===== config.mk =====
export PLATFORM = sky130hd
export DESIGN_NAME = aet_trap_status
export DESIGN_NICKNAME = d
export VERILOG_FILES = /design/src/rtl/aet_pkg.sv /design/src/rtl/aet_classify.sv /design/src/rtl/aet_status_reg.sv /design/src/rtl/aet_rd_port.sv /design/src/rtl/aet_trap_status.sv
export SDC_FILE = /design/constraint.sdc
export NUM_CORES = 1
export LEC_CHECK = 0
export ABC_CLOCK_PERIOD_IN_PS = 1000
export BUFFER_PORTS_ARGS = -buffer_cell sky130_fd_sc_hd__buf_2
export CAP_MARGIN = 10
export CORE_MARGIN = 2
export CORE_UTILIZATION = 36
export DETAILED_ROUTE_END_ITERATION = 8
export PLACE_DENSITY_LB_ADDON = 0.1
export SYNTH_ARGS = -nofsm -noshare
export SYNTH_HDL_FRONTEND = slang
export SYNTH_SLANG_ARGS = --single-unit

===== constraint.sdc =====
create_clock -name clk -period 1 [get_ports clk]
set_input_delay 0.2 -clock clk [delete_from_list [all_inputs] [get_ports clk]]
set_output_delay 0.2 -clock clk [all_outputs]
set_load 0.05 [all_outputs]

===== src/rtl/aet_pkg.sv =====
package aet_pkg;
  localparam int NCAUSE     = 3;
  localparam int CAUSE_IUGE = 0;
  localparam int CAUSE_IACC = 1;
  localparam int CAUSE_DACC = 2;
  localparam int PRIV_POS   = 3;
  localparam int EM_LO      = 4;
  localparam int EM_W       = 2;
  localparam int USED_W     = EM_LO + EM_W;

  typedef enum logic [EM_W-1:0] {
    EM_PRECISE = 2'b00,
    EM_RETRY   = 2'b01,
    EM_UNDEF   = 2'b10,
    EM_NORETRY = 2'b11
  } end_method_e;
endpackage


===== src/rtl/aet_classify.sv =====
module aet_classify
  import aet_pkg::*;
(
  input  logic              clk,
  input  logic              rst,
  input  logic              mode,
  input  logic              iuge,
  input  logic              auge,
  input  logic              iacc,
  input  logic              dacc,
  output logic              single_hit,
  output logic              multi_hit,
  output logic [NCAUSE-1:0] cause_vec,
  output logic              trap_single_q,
  output logic              trap_multi_q
);
  logic single_src;
  logic multi_src;

  always_comb begin
    cause_vec             = '0;
    cause_vec[CAUSE_IUGE] = iuge;
    cause_vec[CAUSE_IACC] = iacc;
    cause_vec[CAUSE_DACC] = dacc;
    single_src = iuge | auge;
    multi_src  = |cause_vec;
    single_hit = !rst && !mode && single_src;
    multi_hit  = !rst &&  mode && multi_src;
  end

  always_ff @(posedge clk) begin
    if (rst) begin
      trap_single_q <= 1'b0;
      trap_multi_q  <= 1'b0;
    end else begin
      trap_single_q <= single_hit;
      trap_multi_q  <= multi_hit;
    end
  end

  AST_SINGLE_MODE: assert property (@(posedge clk) disable iff (rst)
    trap_single_q |-> !$past(mode));
  AST_MULTI_MODE: assert property (@(posedge clk) disable iff (rst)
    trap_multi_q |-> $past(mode));
endmodule


===== src/rtl/aet_status_reg.sv =====
module aet_status_reg
  import aet_pkg::*;
#(
  parameter int STAT_W = 64
) (
  input  logic              clk,
  input  logic              rst,
  input  logic              single_hit,
  input  logic              multi_hit,
  input  logic [NCAUSE-1:0] cause_in,
  input  logic [EM_W-1:0]   end_method,
  input  logic              wdog,
  input  logic              priv,
  input  logic              priv_bad,
  output logic [STAT_W-1:0] status_word
);
  localparam int RESV_W = STAT_W - USED_W;

  logic [EM_W-1:0]   em_q;
  logic              priv_q;
  logic [NCAUSE-1:0] cause_q;

  always_ff @(posedge clk) begin
    if (rst) begin
      em_q   <= EM_PRECISE;
      priv_q <= 1'b0;
    end else if (single_hit) begin
      em_q   <= wdog ? EM_UNDEF : end_method;
      priv_q <= priv_bad | priv;
    end
  end

  for (genvar i = 0; i < NCAUSE; i++) begin : g_cause
    always_ff @(posedge clk) begin
      if (rst)                           cause_q[i] <= 1'b0;
      else if (single_hit)               cause_q[i] <= 1'b0;
      else if (multi_hit && cause_in[i]) cause_q[i] <= 1'b1;
    end
  end

  assign status_word = {{RESV_W{1'b0}}, em_q, priv_q, cause_q};

  AST_RESV_ZERO: assert property (@(posedge clk) disable iff (rst)
    status_word[STAT_W-1:USED_W] == '0);
  AST_QUIET_HOLD: assert property (@(posedge clk) disable iff (rst)
    !single_hit && !multi_hit |=> $stable(status_word));
endmodule


===== src/rtl/aet_rd_port.sv =====
module aet_rd_port #(
  parameter int W = 64
) (
  input  logic         clk,
  input  logic         rst,
  input  logic         rd_en,
  input  logic [W-1:0] word_in,
  output logic         rd_valid,
  output logic [W-1:0] rd_data
);
  always_ff @(posedge clk) begin
    if (rst) begin
      rd_valid <= 1'b0;
      rd_data  <= '0;
    end else begin
      rd_valid <= rd_en;
      if (rd_en) rd_data <= word_in;
    end
  end

  AST_RD_PULSE: assert property (@(posedge clk) disable iff (rst)
    rd_valid |-> $past(rd_en));
  AST_RD_MATCH: assert property (@(posedge clk) disable iff (rst)
    rd_valid |-> rd_data == $past(word_in));
endmodule


===== src/rtl/aet_trap_status.sv =====
module aet_trap_status
  import aet_pkg::*;
#(
  parameter int STAT_W = 64
) (
  input  logic              clk,
  input  logic              rst,
  input  logic              handler_mode,
  input  logic              err_iuge,
  input  logic              err_auge,
  input  logic              err_iacc,
  input  logic              err_dacc,
  input  logic [1:0]        end_method,
  input  logic              wdog_timeout,
  input  logic              priv_in,
  input  logic              priv_bad,
  input  logic              rd_en,
  output logic              trap_single,
  output logic              trap_multi,
  output logic [STAT_W-1:0] status_word,
  output logic              rd_valid,
  output logic [STAT_W-1:0] rd_data
);
  logic              single_hit;
  logic              multi_hit;
  logic [NCAUSE-1:0] cause_vec;

  aet_classify u_classify (
    .clk          (clk),
    .rst          (rst),
    .mode         (handler_mode),
    .iuge         (err_iuge),
    .auge         (err_auge),
    .iacc         (err_iacc),
    .dacc         (err_dacc),
    .single_hit   (single_hit),
    .multi_hit    (multi_hit),
    .cause_vec    (cause_vec),
    .trap_single_q(trap_single),
    .trap_multi_q (trap_multi)
  );

  aet_status_reg #(.STAT_W(STAT_W)) u_status (
    .clk        (clk),
    .rst        (rst),
    .single_hit (single_hit),
    .multi_hit  (multi_hit),
    .cause_in   (cause_vec),
    .end_method (end_method),
    .wdog       (wdog_timeout),
    .priv       (priv_in),
    .priv_bad   (priv_bad),
    .status_word(status_word)
  );

  aet_rd_port #(.W(STAT_W)) u_rd (
    .clk     (clk),
    .rst     (rst),
    .rd_en   (rd_en),
    .word_in (status_word),
    .rd_valid(rd_valid),
    .rd_data (rd_data)
  );

  AST_TRAP_EXCL: assert property (@(posedge clk) disable iff (rst)
    !(trap_single && trap_multi));
  AST_IGNORE_OFFMODE: assert property (@(posedge clk) disable iff (rst)
    $past(!handler_mode && !err_iuge && !err_auge) |-> !trap_single && !trap_multi);
  AST_WDOG_CODE: assert property (@(posedge clk) disable iff (rst)
    trap_single && $past(wdog_timeout) |-> status_word[5:4] == 2'b10);
  AST_PRIV_BAD: assert property (@(posedge clk) disable iff (rst)
    trap_single && $past(priv_bad) |-> status_word[3]);
  AST_SINGLE_CLEARS: assert property (@(posedge clk) disable iff (rst)
    trap_single |-> status_word[2:0] == 3'b000);
  AST_MULTI_STICKY: assert property (@(posedge clk) disable iff (rst)
    trap_multi |-> (status_word[2:0] & $past(status_word[2:0])) == $past(status_word[2:0]));
  AST_MULTI_UPPER: assert property (@(posedge clk) disable iff (rst)
    trap_multi |-> status_word[5:3] == $past(status_word[5:3]));
endmodule


==> results.txt, run 1 <==
The routed layout has 776 vias. For the setup TNS after final layout, the log shows 0 ns. The routed design has 1940 um of wire.

The logs give 0 for the number of warnings issued by yosys and 35.8% for the utilization after layout. The final critical delay including setup and external delays was 0.969 ns. Clock latency on the worst-skew pair, taken at its later pin, is 0.25 ns.

For flop-to-flop paths, the worst setup slack is 0.26 ns. The die covers 4410 um2. The tools report the launch point of the critical path as u_rd.rd_data[2]$_SDFFE_PP0P_.

The tools report the number of placement rows as 22. STA classifies the critical path startpoint as a register. On the worst path, the slowest cell contributes a delay of 0.35 ns.

The number of buffer and inverter stages on the critical path is 1, and the arrival time reported for the critical path endpoint is 0.77 ns. The number of placed instances with taps included is 244. The first routing iteration left 7 violations. Power comes to 2370 uW. Synthesis handed over a netlist of 167 instances.

Setup repair after global routing left no endpoint under its margin. Setup violations remaining at the end of the flow were counted as 0. The tools report the H-tree depth as 1. The depth of the worst register-to-register path is 2. The most used flip-flop cell after synthesis is sky130_fd_sc_hd__dfxtp_1. The worst hold path belongs to the class input pin to register. The max-slew violation count came out at 0. The worst setup path is captured at an output pin.

The least setup slack across all paths after layout is 0.0311 ns. The total area inside the core boundary comes to 3720 um2. In this run the biggest area consumer among cell types represents 62.6% of the synthesized area.

The longest clock path from root to sink contains 2 buffers. The die is 66.4 um tall. The clock net in this run drives a total of 15 sinks. The tools report the number of antenna violations at the first check in global routing as 0.

The die is 66.4 um wide. Global routing finished with a remaining overflow of 0. The synthesized cell area was 1400 um2; the required time reported for the critical path endpoint was 0.80 ns. Traced cell by cell, the critical path runs through buf_6. Broken down by cell family, the worst path's largest delay share belongs to flip-flops. The number of synthesized register bits was 15; the average detailed-routed wire length per instance was 7.81 um.

The post-detailed-route via-to-cell ratio came out at 3.13. For this run, the top clock speed supported by timing is 1.03 GHz. The global-route wire length before repair was 2500 um; the peak fanout along the critical path was 2. The run finished with clean final reports.

The final number of hold-violating endpoints is 0, and the mean instance size in the synthesized netlist is 8.41 um2. Buffers placed on the I/O ports in this run total 27. Among all cell types in the netlist, the one instantiated most often is sky130_fd_sc_hd__buf_4.

At the placement stage, the worst setup path has a slack of -0.0440 ns. After the last flow step, the layout net total stands at 214. The run gives 9 as the largest net degree at the start of global routing. Across the routed clock network, the largest skew measured is 0.00312 ns. The share of async-settable or async-resettable flops after synthesis works out to 0%.

The total stage count of the critical path is 1. The commonest cells after synthesis are 117 x sky130_fd_sc_hd__buf_4, 15 x sky130_fd_sc_hd__dfxtp_1, 9 x sky130_fd_sc_hd__nor2_1, 6 x sky130_fd_sc_hd__mux2i_1, 4 x sky130_fd_sc_hd__a21oi_1. The worst setup path is of the register to output pin kind.

The power density over the cells works out to 1780 nW/um2. Of the synthesized area, sequential elements account for 21.4%. In this run, post-CTS repair resized a total of 25 instances. The tools report the critical register-to-register path endpoint as u_status.em_q[0]$_SDFFE_PP0P_. The run gives 144 as the boundary pin count.

Summed over all cells, the static leakage comes to 0.000784 uW. After clock tree synthesis, the flow added hold-fix buffers numbering 0. After the flow finishes, the layout carries non-filler instances totaling 248. By area the synthesized netlist is led by sky130_fd_sc_hd__buf_4 63%, sky130_fd_sc_hd__dfxtp_1 21%, sky130_fd_sc_hd__mux2i_1 4.3%. The logs give 0 for the DRC violation count after routing and 18 for the count of distinct cell types in the synthesized netlist.

Clock root buffer master: sky130_fd_sc_hd__clkbuf_8. For this configuration, the core starts out at a cell density of 37.8%. Compared with the post-synthesis result, the final layout area differs by -5.17%. The worst-case IR drop observed on VDD is 0.686 mV. The slowest stage of the critical path belongs to the cell sky130_fd_sc_hd__dfxtp_1.

TritonCTS built the clock tree. The number of global-route vias before repair was 544. In this run the critical register-to-register path is launched from u_status.em_q[0]$_SDFFE_PP0P_. After clock tree synthesis, the clock-pin slew on the worst setup and hold paths is 0.06 ns. The final cycle utilization of the critical path was 96.9%; the detailed placement HPWL was 1660 um.

The count of flip-flops with a built-in enable after synthesis works out to 0. The number of clock buffers added by TritonCTS is 3. In the global route stage, overall resource usage came out at 7.99%.

The fraction of final layout cells with drive strength greater than 1 was 23.5%. The first TritonRoute pass finished after 4 iterations. The tools report the endpoint of the worst setup timing path as rd_data[2]. The run gives 0 as the final antenna diode count. The tool flagged a number of max-cap violations equal to 0. The logs give 0 for the post-CTS setup-driven buffer insertion count and 0 for the number of nets with antenna violations after routing. The congestion estimate from routability-driven global placement came to 0.655.

The most area-hungry cell type in the Yosys netlist is sky130_fd_sc_hd__buf_4.
[cell type report]
cell class	instances	area [um2]
fill	405	2380
multi-input combinational	146	641
sequential	15	312
timing repair buffer	33	267
tap	48	60.1
clock buffer	4	45.0
inverter	2	7.51
[worst min-delay path by stage]
stage | end | slack, ns | start | cells past startpoint
final | u_status.em_q[0]$_SDFFE_PP0P_ | 0.19 | end_method[0] | 2
after detailed placement | u_status.em_q[0]$_SDFFE_PP0P_ | 0.44 | end_method[0] | 2
after CTS | u_status.em_q[0]$_SDFFE_PP0P_ | 0.18 | end_method[0] | 2
after global placement | u_status.em_q[0]$_SDFFE_PP0P_ | 0.44 | end_method[0] | 2
after global routing | u_status.priv_q$_SDFFE_PP0P_ | 0.19 | rst | 2
after floorplan | u_rd.rd_valid$_SDFF_PP0_ | 0.27 | rst | 1
[per-layer routing]
| layer | share of wire [%] | wire (um) | vias up | global-route usage [%] |
|---|---|---|---|---|
| li1 | - | - | 355 | - |
| met1 | 36 | 697 | 329 | 9.19 |
| met2 | 46 | 883 | 88 | 11.8 |
| met3 | 17 | 327 | 4 | 4.60 |
| met4 | 1.4 | 27 | 0 | 3.83 |
| met5 | 0 | 0 | - | 0 |
[power by group]
part | internal (uW) | total, uW | switching, uW
Clock | 282 | 489 | 207
Sequential | 628 | 649 | 21.3
Combinational | 115 | 1230 | 1110
[per-stage QoR]
stage,hold WS [ns],area [um2]
floorplan,0.272,1840
finish,0.189,1330
global placement,0.442,1190
global route,0.191,1330
CTS,0.183,1300
detailed placement,0.442,1190
[registers in the layout, summed over array words and instances (netlist names)]
signal / flops
u_status.priv_q: 1
u_rd.rd_data: 6
u_rd.rd_valid: 1
u_classify.trap_single_q: 1
u_classify.trap_multi_q: 1
u_status.status_word: 3
u_status.em_q: 2
[placed cells by master (no fill, tap or decap), types with 4 or more instances in the layout]
| master | instances |
|---|---|
| sky130_fd_sc_hd__buf_2 | 12 |
| sky130_fd_sc_hd__conb_1 | 116 |
| sky130_fd_sc_hd__buf_6 | 11 |
| sky130_fd_sc_hd__nor2_1 | 9 |
| sky130_fd_sc_hd__a21oi_1 | 4 |
| sky130_fd_sc_hd__dfxtp_1 | 8 |
| sky130_fd_sc_hd__mux2i_1 | 6 |
| sky130_fd_sc_hd__buf_4 | 9 |
| sky130_fd_sc_hd__dfxtp_2 | 6 |
[cell families after synthesis]
group / share of synthesized area, %
muxes: 4.28
DFF: 21.4
other: 0.267
and+or+nand+nor: 5.08
buffers and inverters: 63.7
AOI/OAI and AO/OA: 5.26
No activity file was read; power rests on OpenSTA's default activity.
==> inputs of run 2 (changes only) <==
BUFFER_PORTS_ARGS = unset   (was -buffer_cell sky130_fd_sc_hd__buf_2)
CAP_MARGIN = unset   (was 10)
CORE_AREA = 2 2 55 57   (was unset)
CORE_MARGIN = unset   (was 2)
CORE_UTILIZATION = unset   (was 36)
DIE_AREA = 0 0 57 59   (was unset)
DONT_BUFFER_PORTS = 1   (was unset)
HOLD_SLACK_MARGIN = 0.15   (was unset)
==> results.txt, run 2 (synthesized netlist as in run 1, its figures left out) <==
The run finished, with violations left. The checks that failed: negative hold slack. The average detailed-routed wire length per instance was 9.06 um (+16%); the setup TNS after final layout was 0 ns (unchanged). The die area came out at 3360 um2 (-24%). The most common cell after layout, fill and taps aside is sky130_fd_sc_hd__conb_1. The DRC violation count after routing was 0 (unchanged). The count of buffers from port buffering was 0 (-100%); the met1 wire length was 671 um (-3.7%). The worst stage delay on the critical path came out at 0.36 ns (about the same).

Summed area of non-filler cells in the final layout: 1380 um2 (+3.4%). For the arrival time reported for the critical path endpoint, the log shows 0.80 ns (+0.03 ns). The largest buffer count on any clock path was 2 (unchanged); the final weighted congestion of routability-driven global placement was 0.769 (+17%).

The tools report the sort of element at the end of the critical path as an output pin. STA classifies the critical path startpoint as a register. The maximum vdd ir drop is 1.03 mV (+50%).

The count of routing violations after the opening detailed-route iteration came out at 5 (-2). For the max-slew violation count, the log shows 0 (unchanged). The class of the tightest hold or removal check was input pin to register. Die extent in y: 59 um (-11%).

The run gives 383 um (+17%) as the met3 routed wirelength. The number of placement rows was 19 (-14%); the die outline width was 57 um (-14%). The register-to-register path setup slack came out at 0.19 ns (-0.07 ns). The tree is rooted in a sky130_fd_sc_hd__clkbuf_4. In the layout the commonest cells are 116 x sky130_fd_sc_hd__conb_1, 14 x sky130_fd_sc_hd__dfxtp_2, 10 x sky130_fd_sc_hd__dlygate4sd3_1.

The kind of cell with the highest combined delay on the critical path is flip-flops. The total wire length after detailed routing was 2070 um (+6.7%). The tools report the sink count of the clock tree as 15 (unchanged). The final critical delay including setup and external delays was 0.997 ns (+0.0278 ns); the leakage power of the design was 0.000787 uW (+0.39%). The power density over the cells is 1630 nW/um2 (-8.5%), and the number of buffers created by CTS is 3 (unchanged). The number of flip-flops in the largest register came out at 6 (unchanged). Signal routing reaches up to met4. The run gives 0.00332 ns (-0.0278 ns) as the least setup slack across all paths after layout. Final hold slack: -0.0428 ns (-0.232 ns).

The relative area change from synthesis to final layout came out at -1.96%. The number of buffer and inverter stages on the critical path works out to 1 (unchanged). The logs give 1.00 GHz (-2.8%) for the peak clock frequency supported by timing and 270 (-33%) for the count of fill cells added during filler insertion.

The starting utilization of the core area is 51.8% (+14 points), and the final cycle utilization of the critical path is 99.7% (+2.8 points). TritonCTS built the clock tree. The signal on the critical path passes through buf_8.

For the power after layout, the log shows 2240 uW (-5.4%). The run gives 0 (unchanged) as the number of nets with antenna violations after routing. The run gives 10.2% (+2.2 points) as the all-layer global routing usage. The tools report the total cell area at the placement stage as 1100 um2 (-7.5%).

The fraction of final layout cells with drive strength greater than 1 is 21.8% (-1.7 points). Largest net degree at the start of global routing: 14 (+5). The run gives 2710 um2 (-27%) as the core area. The tools report the detailed placement HPWL as 1590 um (-4.1%). H-tree depth: 1 (unchanged). The total number of nets in the final design was 211 (-1.4%); the final antenna diode count was 0 (unchanged). Clock latency on the worst-skew pair: 0.28 ns (+0.03 ns). Setup repair after global routing could not meet its margin everywhere.

Final setup skew: 0.000226 ns (-0.00289 ns). Ranked by flip-flop count, first place goes to u_rd.rd_data. The tools report the max-cap violation count as 0 (unchanged).

The critical path is of the register to output pin type. The highest-delay cell along the critical path is sky130_fd_sc_hd__dfxtp_2. The logs give 514 (-5.5%) for the number of global-route vias before repair and 0 (unchanged) for the count of endpoints failing setup in the final report. The final number of hold-violating endpoints came out at 10 (+10). Required time reported for the critical path endpoint: 0.80 ns (about the same). The post-detailed-route via-to-cell ratio is 3.34 (+6.8%). The peak fanout along the critical path came out at 3 (+1). The total congestion overflow after global routing is 0 (unchanged), and the met2 routed wirelength is 985 um (+12%). The logs give 0 (unchanged) for the number of antenna violations at the first check in global routing and 0.0760 ns (+0.120 ns) for the setup slack at placement. The boundary pin count was 144 (unchanged); the overall via count from detail_route was 762 (-1.8%). The clock-pin slew on the worst setup and hold paths is 0.09 ns (+0.03 ns), and the detailed-router iteration count before antenna repair is 4 (unchanged). Global-route wire length before repair: 2480 um (-0.80%).
run 2: cell types whose count changed in the layout (fill, tap and decap cells not counted), sizes merged:
cell	change
buf	-13
clkbuf	-1
clkinv	+1
dlygate4sd3	+10
run 2: cell type report:
cell class	count	area, um2	area share, %
repair buffers	30	340	24.7
well taps	31	38.8	2.82
clock buffers	3	22.5	1.64
flip-flops and latches	15	322	23.4
multi-input cells	146	641	46.5
clock inverters	1	5.00	0.364
inverters	2	7.51	0.545
run 2: layer usage:
layer	vias up	track usage [%]
met5	-	0
li1	348	-
met4	0	3.99
met1	321	12.0
met3	2	6.11
met2	91	15.3
run 2: final timing paths:
kind | depth (start not counted) | end | startpoint
worst max-delay path | 1 | status_word[4] | u_status.em_q[0]$_SDFFE_PP0P_
worst min-delay path | 1 | u_status.priv_q$_SDFFE_PP0P_ | rst
worst max register to register | 3 | u_status.priv_q$_SDFFE_PP0P_ | u_status.priv_q$_SDFFE_PP0P_
worst min register to register | 2 | u_rd.rd_data[0]$_SDFFE_PP0P_ | u_rd.rd_data[0]$_SDFFE_PP0P_
run 2: through the flow:
stage               util, %  instances
floorplan                 -        282
global placement       40.6        209
detailed placement     40.6        209
CTS                    50.0        227
global route           50.8        228
finish                 50.8        228
run 2: power by group:
group / total, uW / internal [uW] / switching, uW / leakage (uW)
Sequential: 651 / 630 / 21.5 / 0.000129
Combinational: 1240 / 140 / 1100 / 0.000640
Clock: 347 / 149 / 198 / 0.0000177
run 2: repair_timing:
action,in CTS,in global routing
endpoints found under the setup margin,15,15
hold buffers,9,2
resized for setup,35,4
buffers inserted,5,0
endpoints found under the hold margin,15,13
